===== src/rtl/spare_ctrl_pkg.sv =====
package spare_ctrl_pkg;

  typedef enum logic [1:0] {
    ST_IDLE = 2'd0,
    ST_UPD1 = 2'd1,
    ST_UPD2 = 2'd2,
    ST_DONE = 2'd3
  } ctrlState_t;

  typedef struct packed {
    logic capture;
    logic commit;
  } ctrlStrobes_t;

endpackage


===== src/rtl/spareCtrlFsm.sv =====
module spareCtrlFsm
  import spare_ctrl_pkg::*;
(
  input  logic         clk,
  input  logic         rst,
  input  logic         faultValid,
  output logic         faultReady,
  output logic         busy,
  output logic         done,
  output ctrlStrobes_t strobes
);

  ctrlState_t state;
  ctrlState_t stateNext;

  always_comb begin
    stateNext = state;
    case (state)
      ST_IDLE: if (faultValid) stateNext = ST_UPD1;
      ST_UPD1: stateNext = ST_UPD2;
      ST_UPD2: stateNext = ST_DONE;
      ST_DONE: stateNext = ST_IDLE;
      default: stateNext = ST_IDLE;
    endcase
  end

  always_ff @(posedge clk) begin
    if (rst) state <= ST_IDLE;
    else     state <= stateNext;
  end

  assign faultReady      = (state == ST_IDLE);
  assign busy            = (state == ST_UPD1) || (state == ST_UPD2);
  assign done            = (state == ST_DONE);
  assign strobes.capture = faultValid && (state == ST_IDLE);
  assign strobes.commit  = (state == ST_UPD2);

  AST_BUSY_SECOND_CYCLE: assert property (@(posedge clk) disable iff (rst)
    $rose(busy) |=> busy);

  AST_DONE_AFTER_BUSY: assert property (@(posedge clk) disable iff (rst)
    (busy && $past(busy)) |=> (done && !busy));

  AST_DONE_SINGLE: assert property (@(posedge clk) disable iff (rst)
    done |=> (!done && faultReady));

  AST_TAKE_STARTS_BUSY: assert property (@(posedge clk) disable iff (rst)
    (faultValid && faultReady) |=> busy);

endmodule


===== src/rtl/spareGroupSlice.sv =====
module spareGroupSlice #(
  parameter int GROUP_SIZE = 4,
  parameter int MEMBER_W   = 2
) (
  input  logic                  clk,
  input  logic                  rst,
  input  logic                  commitHit,
  input  logic [MEMBER_W-1:0]   member,
  output logic [GROUP_SIZE-1:0] sel,
  output logic                  spareUsed,
  output logic                  unrepairable
);

  logic [GROUP_SIZE-1:0] failed;
  logic                  alreadyFailed;

  assign alreadyFailed = failed[member];

  always_ff @(posedge clk) begin
    if (rst) begin
      failed       <= '0;
      sel          <= '0;
      spareUsed    <= 1'b0;
      unrepairable <= 1'b0;
    end else if (commitHit && !alreadyFailed) begin
      failed[member] <= 1'b1;
      if (!spareUsed) begin
        sel[member] <= 1'b1;
        spareUsed   <= 1'b1;
      end else begin
        unrepairable <= 1'b1;
      end
    end
  end

  AST_ONE_SPARE_USER: assert property (@(posedge clk) disable iff (rst)
    $onehot0(sel));

  AST_UNREP_STICKY: assert property (@(posedge clk) disable iff (rst)
    unrepairable |=> unrepairable);

  AST_UNREP_MAP_FROZEN: assert property (@(posedge clk) disable iff (rst)
    unrepairable |=> $stable(sel));

  AST_SPARE_STICKY: assert property (@(posedge clk) disable iff (rst)
    spareUsed |=> spareUsed);

  AST_NO_COMMIT_NO_CHANGE: assert property (@(posedge clk) disable iff (rst)
    !commitHit |=> ($stable(sel) && $stable(unrepairable)));

endmodule


===== src/rtl/spareMapDatapath.sv =====
module spareMapDatapath
  import spare_ctrl_pkg::*;
#(
  parameter int NUM_GROUPS = 4,
  parameter int GROUP_SIZE = 4,
  parameter int GROUP_W    = 2,
  parameter int MEMBER_W   = 2
) (
  input  logic                             clk,
  input  logic                             rst,
  input  ctrlStrobes_t                     strobes,
  input  logic [GROUP_W-1:0]               faultGroup,
  input  logic [MEMBER_W-1:0]              faultMember,
  output logic [NUM_GROUPS*GROUP_SIZE-1:0] selSpare,
  output logic [NUM_GROUPS-1:0]            spareUsed,
  output logic [NUM_GROUPS-1:0]            groupUnrepairable,
  output logic                             cycleFail
);

  localparam logic [GROUP_W:0]  GROUP_LIMIT  = (GROUP_W + 1)'(NUM_GROUPS);
  localparam logic [MEMBER_W:0] MEMBER_LIMIT = (MEMBER_W + 1)'(GROUP_SIZE);

  logic [GROUP_W-1:0]  capGroup;
  logic [MEMBER_W-1:0] capMember;
  logic                inRange;

  always_ff @(posedge clk) begin
    if (rst) begin
      capGroup  <= '0;
      capMember <= '0;
    end else if (strobes.capture) begin
      capGroup  <= faultGroup;
      capMember <= faultMember;
    end
  end

  assign inRange = ({1'b0, capGroup} < GROUP_LIMIT) &&
                   ({1'b0, capMember} < MEMBER_LIMIT);

  for (genvar gi = 0; gi < NUM_GROUPS; gi++) begin : gGroup
    logic commitHit;
    assign commitHit = strobes.commit && inRange &&
                       (capGroup == GROUP_W'(gi));

    spareGroupSlice #(
      .GROUP_SIZE(GROUP_SIZE),
      .MEMBER_W  (MEMBER_W)
    ) uSlice (
      .clk         (clk),
      .rst         (rst),
      .commitHit   (commitHit),
      .member      (capMember),
      .sel         (selSpare[gi*GROUP_SIZE +: GROUP_SIZE]),
      .spareUsed   (spareUsed[gi]),
      .unrepairable(groupUnrepairable[gi])
    );
  end

  assign cycleFail = |groupUnrepairable;

  AST_MAP_ONLY_ON_COMMIT: assert property (@(posedge clk) disable iff (rst)
    !strobes.commit |=> $stable(selSpare));

  AST_FAIL_STICKY: assert property (@(posedge clk) disable iff (rst)
    cycleFail |=> cycleFail);

endmodule


===== src/rtl/spareReconfigCtrl.sv =====
module spareReconfigCtrl
  import spare_ctrl_pkg::*;
#(
  parameter int NUM_GROUPS = 4,
  parameter int GROUP_SIZE = 4,
  localparam int GROUP_W  = (NUM_GROUPS > 1) ? $clog2(NUM_GROUPS) : 1,
  localparam int MEMBER_W = (GROUP_SIZE > 1) ? $clog2(GROUP_SIZE) : 1
) (
  input  logic                             clk,
  input  logic                             rst,
  input  logic                             faultValid,
  input  logic [GROUP_W-1:0]               faultGroup,
  input  logic [MEMBER_W-1:0]              faultMember,
  output logic                             faultReady,
  output logic                             busy,
  output logic                             done,
  output logic [NUM_GROUPS*GROUP_SIZE-1:0] selSpare,
  output logic [NUM_GROUPS-1:0]            spareUsed,
  output logic [NUM_GROUPS-1:0]            groupUnrepairable,
  output logic                             cycleFail
);

  ctrlStrobes_t strobes;

  spareCtrlFsm uCtrl (
    .clk       (clk),
    .rst       (rst),
    .faultValid(faultValid),
    .faultReady(faultReady),
    .busy      (busy),
    .done      (done),
    .strobes   (strobes)
  );

  spareMapDatapath #(
    .NUM_GROUPS(NUM_GROUPS),
    .GROUP_SIZE(GROUP_SIZE),
    .GROUP_W   (GROUP_W),
    .MEMBER_W  (MEMBER_W)
  ) uPath (
    .clk              (clk),
    .rst              (rst),
    .strobes          (strobes),
    .faultGroup       (faultGroup),
    .faultMember      (faultMember),
    .selSpare         (selSpare),
    .spareUsed        (spareUsed),
    .groupUnrepairable(groupUnrepairable),
    .cycleFail        (cycleFail)
  );

endmodule


===== config.mk =====
export PLATFORM = sky130hd
export DESIGN_NAME = spareReconfigCtrl
export DESIGN_NICKNAME = d
export VERILOG_FILES = /design/src/rtl/spare_ctrl_pkg.sv /design/src/rtl/spareCtrlFsm.sv /design/src/rtl/spareGroupSlice.sv /design/src/rtl/spareMapDatapath.sv /design/src/rtl/spareReconfigCtrl.sv
export SDC_FILE = /design/constraint.sdc
export NUM_CORES = 1
export LEC_CHECK = 0
export BUFFER_PORTS_ARGS = -buffer_cell sky130_fd_sc_hd__buf_4
export CAP_MARGIN = 20
export CORE_MARGIN = 4
export CORE_UTILIZATION = 40
export CTS_CLUSTER_SIZE = 25
export DETAILED_ROUTE_END_ITERATION = 10
export HOLD_SLACK_MARGIN = 0.05
export PLACE_DENSITY = 0.67
export SLEW_MARGIN = 0
export SYNTH_ARGS = -nofsm -noshare
export SYNTH_HDL_FRONTEND = slang
export SYNTH_SLANG_ARGS = --single-unit

===== constraint.sdc =====
create_clock -name clk -period 1.5 [get_ports clk]
set_input_delay 0.3 -clock clk [delete_from_list [all_inputs] [get_ports clk]]
set_output_delay 0.3 -clock clk [all_outputs]
set_load 0.03 [all_outputs]

==> metrics.md, run 1 <==
| Metric | Value |
|---|---|
| Status | `complete, no violations` |
| Port bufs | `34` |
| Startpoint Class | `register` |
| R2r setup slk | `about 0.060 ns` |
| DP HPWL | `roughly 3200 um` |
| GRT Residual Overflow | `0` |
| Rel. slew slack | `0.8329` |
| Post-synth EDFFs | `0` |
| Antenna-violating nets left | `0` |
| CTS Buffer Depth | `2` |
| Fin. max-slew vios | `0` |
| Antenna violations before repair | `0` |
| Largest net degree at the start of global routing | `44` |
| CTS tree | `yes` |
| Register-to-Register Path Depth | `4` |
| Crit-path max FO | `3` |
| Mapped Avg Cell Area | `roughly 9.2 um2` |
| Max Cap Violations | `0` |
| Die area | `about 6000 um2` |
| Fillcell total | `about 460` |
| Area of the multi-input gates | `approximately 880 um2` |
| Critical Path Max Stage Delay | `about 0.36 ns` |
| Routability-driven placement congestion ratio | `just under 0.8` |
| Capture point of the worst path | `busy` |
| Final wirelength | `approximately 4500 um` |
| Vias in the first global route | `between 1500 and 2000` |
| Worst EP required | `approximately 1.2 ns` |
| Drt first pass iters | `4` |
| Vias/cell | `~5` |
| Share of post-route cells with drive strength above 1 | `0.3597` |
| Synth warnings | `0` |
| Area contributors post-synth | `dfxtp_1, a31oi_1, o32ai_1` |
| Static Leak | `0.9946 nW` |
| Top-Level Pins | `35` |
| Clock Sinks | `46` |
| DRC Markers | `0` |
| Die Span Y | `77.77 um` |
| Post-layout util | `0.5348` |
| Final hold viol count | `0` |
| Endpoint class of the critical path | `primary output` |
| Clk_lat worst skew | `approximately 0.29 ns` |
| Routed len/inst | `between 10 and 15 um` |
| CP startpoint | `uCtrl.state[1]` |
| Crit Path Class | `reg -> out` |
| Final net count | `264` |
| CTS clk-pin slew, worst paths | `roughly 0.080 ns` |
| Post-route minimum period | `about 1.5 ns` |
| Clock Skew | `around 0.0028 ns` |
| Cts bufs inserted | `5` |
| Worst-Margin Slew | `around 0.25 ns` |
| Slowest-stage cell, CP | `dfxtp_2` |
| Num rows | `25` |
| # hold bufs at CTS | `0` |
| Crit share post-route | `0.9827` |
| Cells after Synth | `between 200 and 250` |
| Number of distinct library cells after synthesis | `a little over 40` |
| Most frequent cells in the layout | `buf_4, dfxtp_1, nor2_1` |
| Seq. cell area | `around 930 um2` |
| DR vias | `~1600` |
| H-Tree Depth | `2` |
| Critical R2R Capture | `uPath.gGroup[0].uSlice.sel[0]` |
| Post-Syn Area | `between 1500 and 2000 um2` |
| Cell taking the most area after synthesis | `dfxtp_1` |
| Die W | `77.77 um` |
| Hold slack | `0.2642 ns` |
| Starting DRT DRC Count | `about 110` |
| Worst hold path type | `in -> reg` |
| Crit-path cells | `buf_6, inv_4, ha_4, buf_6` |
| Most used flip-flop cell after synthesis | `dfxtp_1` |
| PnR worst setup slack | `between 0.02 and 0.03 ns` |
| RSZ-0062 raised after global routing | `yes` |
| Initial Util | `0.4122` |
| Fraction of synthesis flops using an asynchronous set or reset pin | `0` |
| #FFs+latches synth | `46` |
| Max Freq | `roughly 680 MHz` |
| Maximum vdd drop | `between 0.0008 and 0.0009 V` |
| Root Buffer | `clkbuf_8` |
| # Post-CTS Setup Buffers | `0` |
| Top-area cell type share of the netlist area | `0.4730` |
| Most used cell along the critical path | `buf_6` |
| Layout area overhead | `29.76%` |
| Mapped Nets | `approximately 220` |
| Dpl ws | `-0.1253 ns` |
| PD cells | `about 1300 nW/um2` |
| Gr usage total | `0.1568` |
| Commonest non-fill, non-tap cell in the layout | `buf_4` |
| Arr. time, crit path | `1.17 ns` |
| Origin of the critical flop-to-flop path | `uPath.capMember[0]` |
| Seq/Total Area, Yosys | `0.4730` |
| Global-route wire length before repair | `between 7000 and 8000 um` |
| Core Area | `4723 um2` |
| Inserted Diodes | `0` |
| Final setup viols | `0` |
synthesized netlist by cell type (all sizes together) (3+ instances only):
library cell,count
a31oi,13
nand3b,4
o22ai,5
o41ai,3
o31ai,4
or3,3
buf,15
dfxtp,46
nand2,9
nand3,4
mux2,3
nand2b,9
ha,3
a21oi,9
inv,21
clkbuf,7
o32ai,11
nor2,21
worst max-delay path, delay by kind of cell, from the launching register on:
family / cells / cell delay (ns)
flops: 1 / 0.36
buf+inv: 3 / 0.27
fa+ha+maj: 1 / 0.25
timing repair:
action / in CTS / in global routing
pin swaps: 2 / 4
endpoints found under the setup margin: 24 / 16
gates resized for setup: 10 / 13
registers in the layout, indices dropped and copies added (netlist names):
name                              count
uPath.gGroup.uSlice.failed           16
uPath.gGroup.uSlice.sel              16
uPath.gGroup.uSlice.unrepairable      4
uCtrl.state                           2
uPath.capGroup                        2
uPath.gGroup.uSlice.spareUsed         4
uPath.capMember                       2
logic make-up after synthesis:
group	count (synthesis)	synth area share
flops	46	0.4730
fa+ha+maj	3	0.01928
mux	5	0.02763
buf+inv	43	0.1060
simple gates	59	0.1639
compound gates	55	0.2102
per-stage QoR:
stage / TNS [ns] / area, um2 / instances / power, mW
6_report: 0 / 2526 / 320 / 3.387
5_1_grt: -0.07100 / 2526 / 320 / 3.601
4_1_cts: 0 / 2471 / 320 / 3.321
3_5_place_dp: -1.102 / 2351 / 314 / 2.486
3_3_place_gp: -0.6844 / 2351 / 314 / 2.470
2_1_floorplan: 0 / 1947 / 211 / 2.090
final cells by class:
type | count | area share
timing repair buffer | 58 | 0.1833
multi-input combinational | 122 | 0.3502
clock buffer | 6 | 0.03269
inverter | 21 | 0.03219
tap | 67 | 0.03318
sequential | 46 | 0.3685
power breakdown:
group          leakage, nW  switching [mW]  total (mW)  internal (mW)
registers            0.374           0.106        1.43           1.32
logic                0.578           0.638        1.22          0.584
clock network       0.0431           0.380       0.736          0.356
routing by layer:
| layer | up-vias | GRT usage | wire (um) |
|---|---|---|---|
| li1 | 822 | - | - |
| met1 | 773 | 0.2051 | 2171 |
| met2 | 40 | 0.2491 | 2086 |
| met3 | 7 | 0.03712 | 199 |
| met4 | 0 | 0.05872 | 67 |
| met5 | - | 0 | 0 |
worst min path at each step:
stage / cells past startpoint / start / to / slack (ns)
after floorplan: 2 / uPath.gGroup[0].uSlice.failed[0] / uPath.gGroup[0].uSlice.failed[0] / 0.43
after global placement: 2 / uPath.gGroup[0].uSlice.failed[0] / uPath.gGroup[0].uSlice.failed[0] / 0.44
after detailed placement: 2 / uPath.gGroup[1].uSlice.sel[2] / uPath.gGroup[1].uSlice.sel[2] / 0.45
after CTS: 3 / faultGroup[1] / uPath.capGroup[1] / 0.26
after global routing: 3 / faultMember[1] / uPath.capMember[1] / 0.26
final: 3 / faultGroup[1] / uPath.capGroup[1] / 0.26
No activity file was read; power rests on OpenSTA's default activity.
==> inputs of run 2 (changes only) <==
SYNTH_HIERARCHICAL = 1   (was unset)
==> run 2 against run 1 <==
The flow now finishes with violations (negative setup slack). Utilization grew 1.0 points. Count of clock-buffer cells in the layout grew 2. Total power shrank 3.3%. Worst setup slack lost 0.12 ns. Wire length shrank 15%. Global-route usage shrank 2.4 points. Non-clock buffer count shrank 3. Die area grew 1.3%. Via count shrank 5.4%. Hold slack lost 0.0092 ns. Critical path type unchanged.
==> metrics.md, run 2 <==
| Metric | Value |
|---|---|
| Critical Path Max Stage Delay | `0.52 ns (+0.16 ns)` |
| Fillcell total | `445 (-3.5%)` |
| CTS clk-pin slew, worst paths | `0.08 ns (about the same)` |
| Top-area cell type share of the netlist area | `0.4664 (-0.006595)` |
| Num rows | `25 (unchanged)` |
| Most used flip-flop cell after synthesis | `dfxtp_1` |
| Fraction of synthesis flops using an asynchronous set or reset pin | `0 (unchanged)` |
| CTS tree | `yes` |
| H-Tree Depth | `2 (unchanged)` |
| Antenna violations before repair | `0 (unchanged)` |
| #FFs+latches synth | `46 (unchanged)` |
| # hold bufs at CTS | `0 (unchanged)` |
| DR vias | `1553 (-5.4%)` |
| Post-synth top cells | `dfxtp_1, nor2_1, a21oi_1` |
| Arr. time, crit path | `1.29 ns (+0.12 ns)` |
| Port bufs | `34 (unchanged)` |
| Seq/Total Area, Yosys | `0.4664 (-0.006595)` |
| Number of distinct library cells after synthesis | `24 (-41%)` |
| Final setup viols | `1 (+1)` |
| PnR worst setup slack | `-0.09421 ns (-0.1202 ns)` |
| Crit share post-route | `1.063 (+0.08012)` |
| DP HPWL | `2672 um (-17%)` |
| Cells after Synth | `198 (-6.2%)` |
| Mapped Nets | `209 (-5.4%)` |
| Gr usage total | `0.1327 (-0.02409)` |
| DRC Markers | `0 (unchanged)` |
| Commonest non-fill, non-tap cell in the layout | `buf_4` |
| Routability-driven placement congestion ratio | `0.7554 (-3.2%)` |
| P_sw | `1.030 mW (-8.4%)` |
| Share of post-route cells with drive strength above 1 | `0.3690 (+0.009364)` |
| CTS Buffer Depth | `2 (unchanged)` |
| Slowest-stage cell, CP | `or4_4` |
| Rel. slew slack | `0.6713 (-0.1616)` |
| Clock Sinks | `46 (unchanged)` |
| Synth warnings | `6 (+6)` |
| Top-Level Pins | `35 (unchanged)` |
| Failing checks | `negative setup slack` |
| Fin. max-slew vios | `0 (unchanged)` |
| Pint | `2.247 mW (-0.72%)` |
| Comb pwr share | `0.315 (-0.046)` |
| Seq. cell area | `925.9 um2 (-0.54%)` |
| Setup TNS | `-0.09421 ns (-0.09421 ns)` |
| Vias/cell | `4.868 (-5.1%)` |
| Starting DRT DRC Count | `82 (-24%)` |
| Endpoint class of the critical path | `primary output` |
| Hold slack | `0.2550 ns (-0.009208 ns)` |
| Max Freq | `627.3 MHz (-7.5%)` |
| Post-synth EDFFs | `0 (unchanged)` |
| Startpoint Class | `register` |
| PD cells | `1264 nW/um2 (-5.7%)` |
| Most frequent cells in the layout | `buf_4, dfxtp_1, nor2_1` |
| Worst EP required | `1.20 ns (about the same)` |
| Post-Syn Area | `1974 um2 (+1.4%)` |
| Clk network pwr share | `0.264 (+0.047)` |
| Mapped Avg Cell Area | `9.972 um2 (+8.1%)` |
| Crit Path Class | `reg -> out` |
| Post-route minimum period | `1.594 ns (+0.1202 ns)` |
| Static Leak | `1.060 nW (+6.5%)` |
| Core Area | `4755 um2 (+0.66%)` |
| Worst-Margin Slew | `0.4931 ns (+0.2457 ns)` |
| Dpl ws | `0.06862 ns (+0.1939 ns)` |
| GRT Residual Overflow | `0 (unchanged)` |
| Area contributors post-synth | `dfxtp_1, mux2i_1, o41ai_2` |
| Worst hold path type | `in -> reg` |
| Root Buffer | `clkbuf_8` |
| Die area | `6124 um2 (+1.3%)` |
| Antenna-violating nets left | `0 (unchanged)` |
| Area of the multi-input gates | `1006 um2 (+14%)` |
| Crit-path max FO | `2 (-1)` |
| Layout area overhead | `31.24%` |
| Sequential share of power | `0.421 (about the same)` |
| Routed len/inst | `12.03 um (-15%)` |
| Maximum vdd drop | `0.0006103 V (-32%)` |
| Die Span Y | `78.26 um (+0.63%)` |
| Cell taking the most area after synthesis | `dfxtp_1` |
| Crit-path cells | `or4_4, buf_6` |
| Final net count | `262 (-0.76%)` |
| Die W | `78.26 um (+0.63%)` |
| Clk_lat worst skew | `0.29 ns (about the same)` |
| Final hold viol count | `0 (unchanged)` |
| Final wirelength | `3836 um (-15%)` |
| Global-route wire length before repair | `6555 um (-13%)` |
| Clock Skew | `0.002922 ns (+0.0001247 ns)` |
| Largest net degree at the start of global routing | `50 (+14%)` |
| Status | `finished, violations left` |
| RSZ-0062 raised after global routing | `yes` |
| Cts bufs inserted | `5 (unchanged)` |
| Initial Util | `0.4153 (+0.003078)` |
| Largest registers | `uPath/gGroup.uSlice/failed x16, uPath/gGroup.uSlice/sel x16` |
| Count leader, synth | `dfxtp_1` |
| Vias in the first global route | `1443 (-11%)` |
| Drt first pass iters | `4 (unchanged)` |
| Max Cap Violations | `0 (unchanged)` |
| Inserted Diodes | `0 (unchanged)` |
| Sw Share | `0.3142 (-0.01757)` |
==> run 2: cell count changes after synthesis, sizes merged, moves of 5 or more <==
cell,change
a21oi,+7
buf,-7
clkbuf,-6
inv,-11
mux2i,+11
nor2,+11
o22ai,-5
o32ai,-11
o41ai,+5
==> run 2: critical path, delay by kind of cell, from the launching register on <==
family / cells / cell delay (ns)
AND/OR/NAND/NOR: 1 / 0.52
flip-flops: 1 / 0.33
buffers and inverters: 1 / 0.15
==> run 2: stage by stage <==
stage | area, um2 | util | cells | power (mW)
after floorplan | 1979 | - | 198 | 2.018
after global placement | 2384 | 0.5013 | 308 | 2.286
after detailed placement | 2384 | 0.5013 | 308 | 2.292
after CTS | 2537 | 0.5337 | 318 | 3.227
after global routing | 2591 | 0.5450 | 319 | 3.468
final | 2591 | 0.5450 | 319 | 3.277
==> run 2: logic make-up (layout without fill, tap and decap cells) <==
| group | count (synthesis) | in the layout | synth area share |
|---|---|---|---|
| AND/OR/NAND/NOR | 75 | 75 | 0.2066 |
| buffers and inverters | 19 | 73 | 0.05450 |
| multiplexers | 13 | 13 | 0.06590 |
| flip-flops | 46 | 46 | 0.4664 |
| AO/OA/AOI/OAI | 41 | 41 | 0.1812 |
| adder cells (fa/ha/maj) | 4 | 4 | 0.02535 |
==> run 2: what timing repair did <==
| item | CTS | global route |
|---|---|---|
| endpoints found under the setup margin | 2 | 31 |
| pin swaps | 1 | 1 |
| gates resized for setup | 9 | 11 |
| endpoints found under the hold margin | 0 | 0 |
| buffers inserted | 2 | 1 |
==> run 2: power groups by stage <==
stage               registers, mW  logic (mW)  clock network [mW]
floorplan                    1.47       0.553                   0
global placement             1.40       0.885                   0
detailed placement           1.40       0.892                   0
CTS                          1.38       0.955               0.895
global route                 1.39        1.13               0.945
finish                       1.38        1.03               0.865
==> run 2: cell type report <==
| type | instances | area share |
|---|---|---|
| repair buffers | 55 | 0.1651 |
| multi-input cells | 133 | 0.3882 |
| clock buffers | 8 | 0.04249 |
| inverters | 10 | 0.01449 |
| flip-flops and latches | 46 | 0.3573 |
| well taps | 67 | 0.03235 |
==> run 2: worst paths after layout <==
path	from	end	slack, ns	depth (start not counted)
max reg2reg	uCtrl/state[1]	uPath/gGroup[3].uSlice/failed[0]	0.10	7
min reg2reg	uPath/gGroup[1].uSlice/sel[1]	uPath/gGroup[1].uSlice/sel[1]	0.47	2
max	uPath/gGroup[0].uSlice/unrepairable	cycleFail	-0.09	2
min	faultGroup[1]	uPath/capGroup[1]	0.25	3
==> run 2: metal layers <==
| metal | GRT usage | up-vias | routed length, um |
|---|---|---|---|
| li1 | - | 805 | - |
| met1 | 0.1757 | 721 | 1847 |
| met2 | 0.2132 | 25 | 1797 |
| met3 | 0.04243 | 2 | 164 |
| met4 | 0.02622 | 0 | 27 |
| met5 | 0 | - | 0 |
==> inputs of run 3 (changes only) <==
BUFFER_PORTS_ARGS = unset   (was -buffer_cell sky130_fd_sc_hd__buf_4)
DONT_BUFFER_PORTS = 1   (was unset)
PLACE_DENSITY = 0.6   (was 0.67)
==> run 3 against run 2 <==
First-iteration DRC count fell by 27%. Count of clock-buffer cells in the layout decreased by 1. Largest cell class unchanged. The run still ends with negative setup slack left. Sequential cell count stayed put. Critical endpoint unchanged. Sequential power up 3%. Largest power group unchanged. Via count down 4.9%.
==> metrics.md, run 3 (synthesized netlist as in run 2, its figures left out) <==
| Metric | Value |
|---|---|
| DRC Markers | `0 (unchanged)` |
| Gr usage total | `0.1322 (-0.0005173)` |
| DR vias | `1477 (-4.9%)` |
| Sequential share of power | `0.456 (+0.035)` |
| Global-route wire length before repair | `6368 um (-2.9%)` |
| Final net count | `235 (-10%)` |
| Clk network pwr share | `0.226 (-0.038)` |
| Core Area | `4755 um2 (unchanged)` |
| Pint | `2.111 mW (-6.1%)` |
| Crit Path Class | `reg -> out` |
| Worst-Margin Slew | `0.5165 ns (+0.02339 ns)` |
| Final wirelength | `4057 um (+5.8%)` |
| Die Span Y | `78.26 um (unchanged)` |
| Root Buffer | `clkbuf_8` |
| Initial Util | `0.4153 (unchanged)` |
| Commonest non-fill, non-tap cell in the layout | `dfxtp_1` |
| Power Total | `3.125 mW (-4.6%)` |
| Dpl ws | `-0.08498 ns (-0.1536 ns)` |
| Inserted Diodes | `0 (unchanged)` |
| Status | `finished, violations left` |
| Clock Sinks | `46 (unchanged)` |
| Origin of the critical flop-to-flop path | `uCtrl/state[0]` |
| Drt first pass iters | `4 (unchanged)` |
| PD cells | `1293 nW/um2 (+2.2%)` |
| GRT Residual Overflow | `0 (unchanged)` |
| Final setup viols | `1 (unchanged)` |
| Comb pwr share | `0.318 (+0.003)` |
| Share of post-route cells with drive strength above 1 | `0.2857 (-0.08333)` |
| CTS Buffer Depth | `2 (unchanged)` |
| Max Cap Violations | `0 (unchanged)` |
| Rel. slew slack | `0.6552 (-0.01606)` |
| Layout area overhead | `22.43%` |
| Largest net degree at the start of global routing | `63 (+26%)` |
| Antenna violations before repair | `0 (unchanged)` |
| Vias/cell | `5.076 (+4.3%)` |
| Antenna-violating nets left | `0 (unchanged)` |
| Routability-driven placement congestion ratio | `0.7325 (-3.0%)` |
| Num rows | `25 (unchanged)` |
| DP HPWL | `2544 um (-4.8%)` |
| Hold path start | `rst` |
| Crit-path max FO | `2 (unchanged)` |
| Top cell family by delay on the critical path | `simple AND/OR/NAND/NOR gates` |
| Arr. time, crit path | `1.22 ns (-0.07 ns)` |
| Port bufs | `0 (-100%)` |
| RSZ-0062 raised after global routing | `yes` |
| Top-Level Pins | `35 (unchanged)` |
| Starting DRT DRC Count | `60 (-27%)` |
| Cts bufs inserted | `5 (unchanged)` |
| P_sw | `1.014 mW (-1.5%)` |
| CTS clk-pin slew, worst paths | `0.08 ns (about the same)` |
| Sw Share | `0.3245 (+0.01023)` |
| Die area | `6124 um2 (unchanged)` |
| Endpoint class of the critical path | `primary output` |
| Static Leak | `0.8993 nW (-15%)` |
| Startpoint Class | `register` |
| Failing checks | `negative setup slack` |
| Largest registers | `uPath/gGroup.uSlice/failed x16, uPath/gGroup.uSlice/sel x16` |
| Fin. max-slew vios | `0 (unchanged)` |
| Post-route minimum period | `1.524 ns (-0.07046 ns)` |
| Crit share post-route | `1.016 (-0.04697)` |
| Max Freq | `656.3 MHz (+4.6%)` |
| Critical Path Max Stage Delay | `0.60 ns (+0.08 ns)` |
| Routed len/inst | `13.94 um (+16%)` |
| CTS tree | `yes` |
| CP bufs+invs | `0 (-1)` |
| Slowest-stage cell, CP | `or4_4` |
| Most frequent cells in the layout | `dfxtp_1, nor2_1, buf_4` |
| Placed cells | `278 (-9.7%)` |
| Die W | `78.26 um (unchanged)` |
| Clock Skew | `0.004339 ns (+0.001417 ns)` |
| CP startpoint | `uPath/gGroup[0].uSlice/unrepairable` |
| PnR worst setup slack | `-0.02375 ns (+0.07046 ns)` |
| Maximum vdd drop | `0.0005164 V (-15%)` |
| Crit-path cells | `or4_4` |
| Worst hold path type | `in -> reg` |
| Finished Layout Cells | `291 (-8.8%)` |
| H-Tree Depth | `2 (unchanged)` |
| Final hold viol count | `0 (unchanged)` |
| Worst EP required | `1.20 ns (about the same)` |
| Vias in the first global route | `1373 (-4.9%)` |
| Clk_lat worst skew | `0.29 ns (about the same)` |
==> run 3: changes by cell type in the layout (fill, tap and decap cells not counted), moves of 2 or more <==
| cell | delta |
|---|---|
| nor2b_4 | +2 |
| dlygate4sd3_1 | +2 |
| clkbuf_1 | +2 |
| clkbuf_8 | -3 |
| buf_4 | -31 |
==> run 3: worst paths after layout <==
check | to | slack [ns] | cells past startpoint
hold / removal | uPath/gGroup[2].uSlice/spareUsed | 0.08 | 1
setup / recovery | cycleFail | -0.02 | 1
hold reg to reg | uPath/gGroup[3].uSlice/failed[1] | 0.47 | 2
setup reg to reg | uPath/gGroup[2].uSlice/sel[3] | 0.10 | 8
==> run 3: area by class of cell <==
type	instances	area, um2
well taps	67	83.83
flip-flops and latches	46	924.6
fillers	461	2337
clock buffers	7	76.32
inverters	10	37.54
multi-input cells	133	1049
repair buffers	28	246.5
==> run 3: timing repair <==
action                     in CTS  in global routing
hold buffers                    0                  2
resized for setup               9                 21
buffers inserted                0                  4
setup endpoints to repair       9                 23
pin swaps                       1                  6
hold endpoints to repair        0                  1
==> run 3: metal layers <==
metal,up-vias,routed length [um],track usage
met5,-,0,0
met4,0,60,0.06818
met3,5,256,0.04931
met2,31,1884,0.2072
met1,693,1855,0.1577
li1,748,-,-
==> run 3: metrics by stage <==
step	utilization	cell area (um2)	TNS, ns	hold WS, ns
after global routing	0.5084	2417	-0.06511	0.05074
after detailed placement	0.4566	2171	-0.1059	0.3803
final	0.5084	2417	-0.02375	0.07804
after global placement	0.4566	2171	-0.001440	0.3801
after floorplan	-	1979	0	0.3724
after CTS	0.4818	2291	-0.04222	0.05681
==> run 3: power by group through the flow <==
stage	Combinational, mW	Sequential, mW	Clock, mW
6_report	0.995	1.42	0.706
5_1_grt	1.08	1.44	0.788
4_1_cts	0.876	1.40	0.738
3_5_place_dp	0.791	1.43	0
3_3_place_gp	0.788	1.43	0
2_1_floorplan	0.553	1.47	0
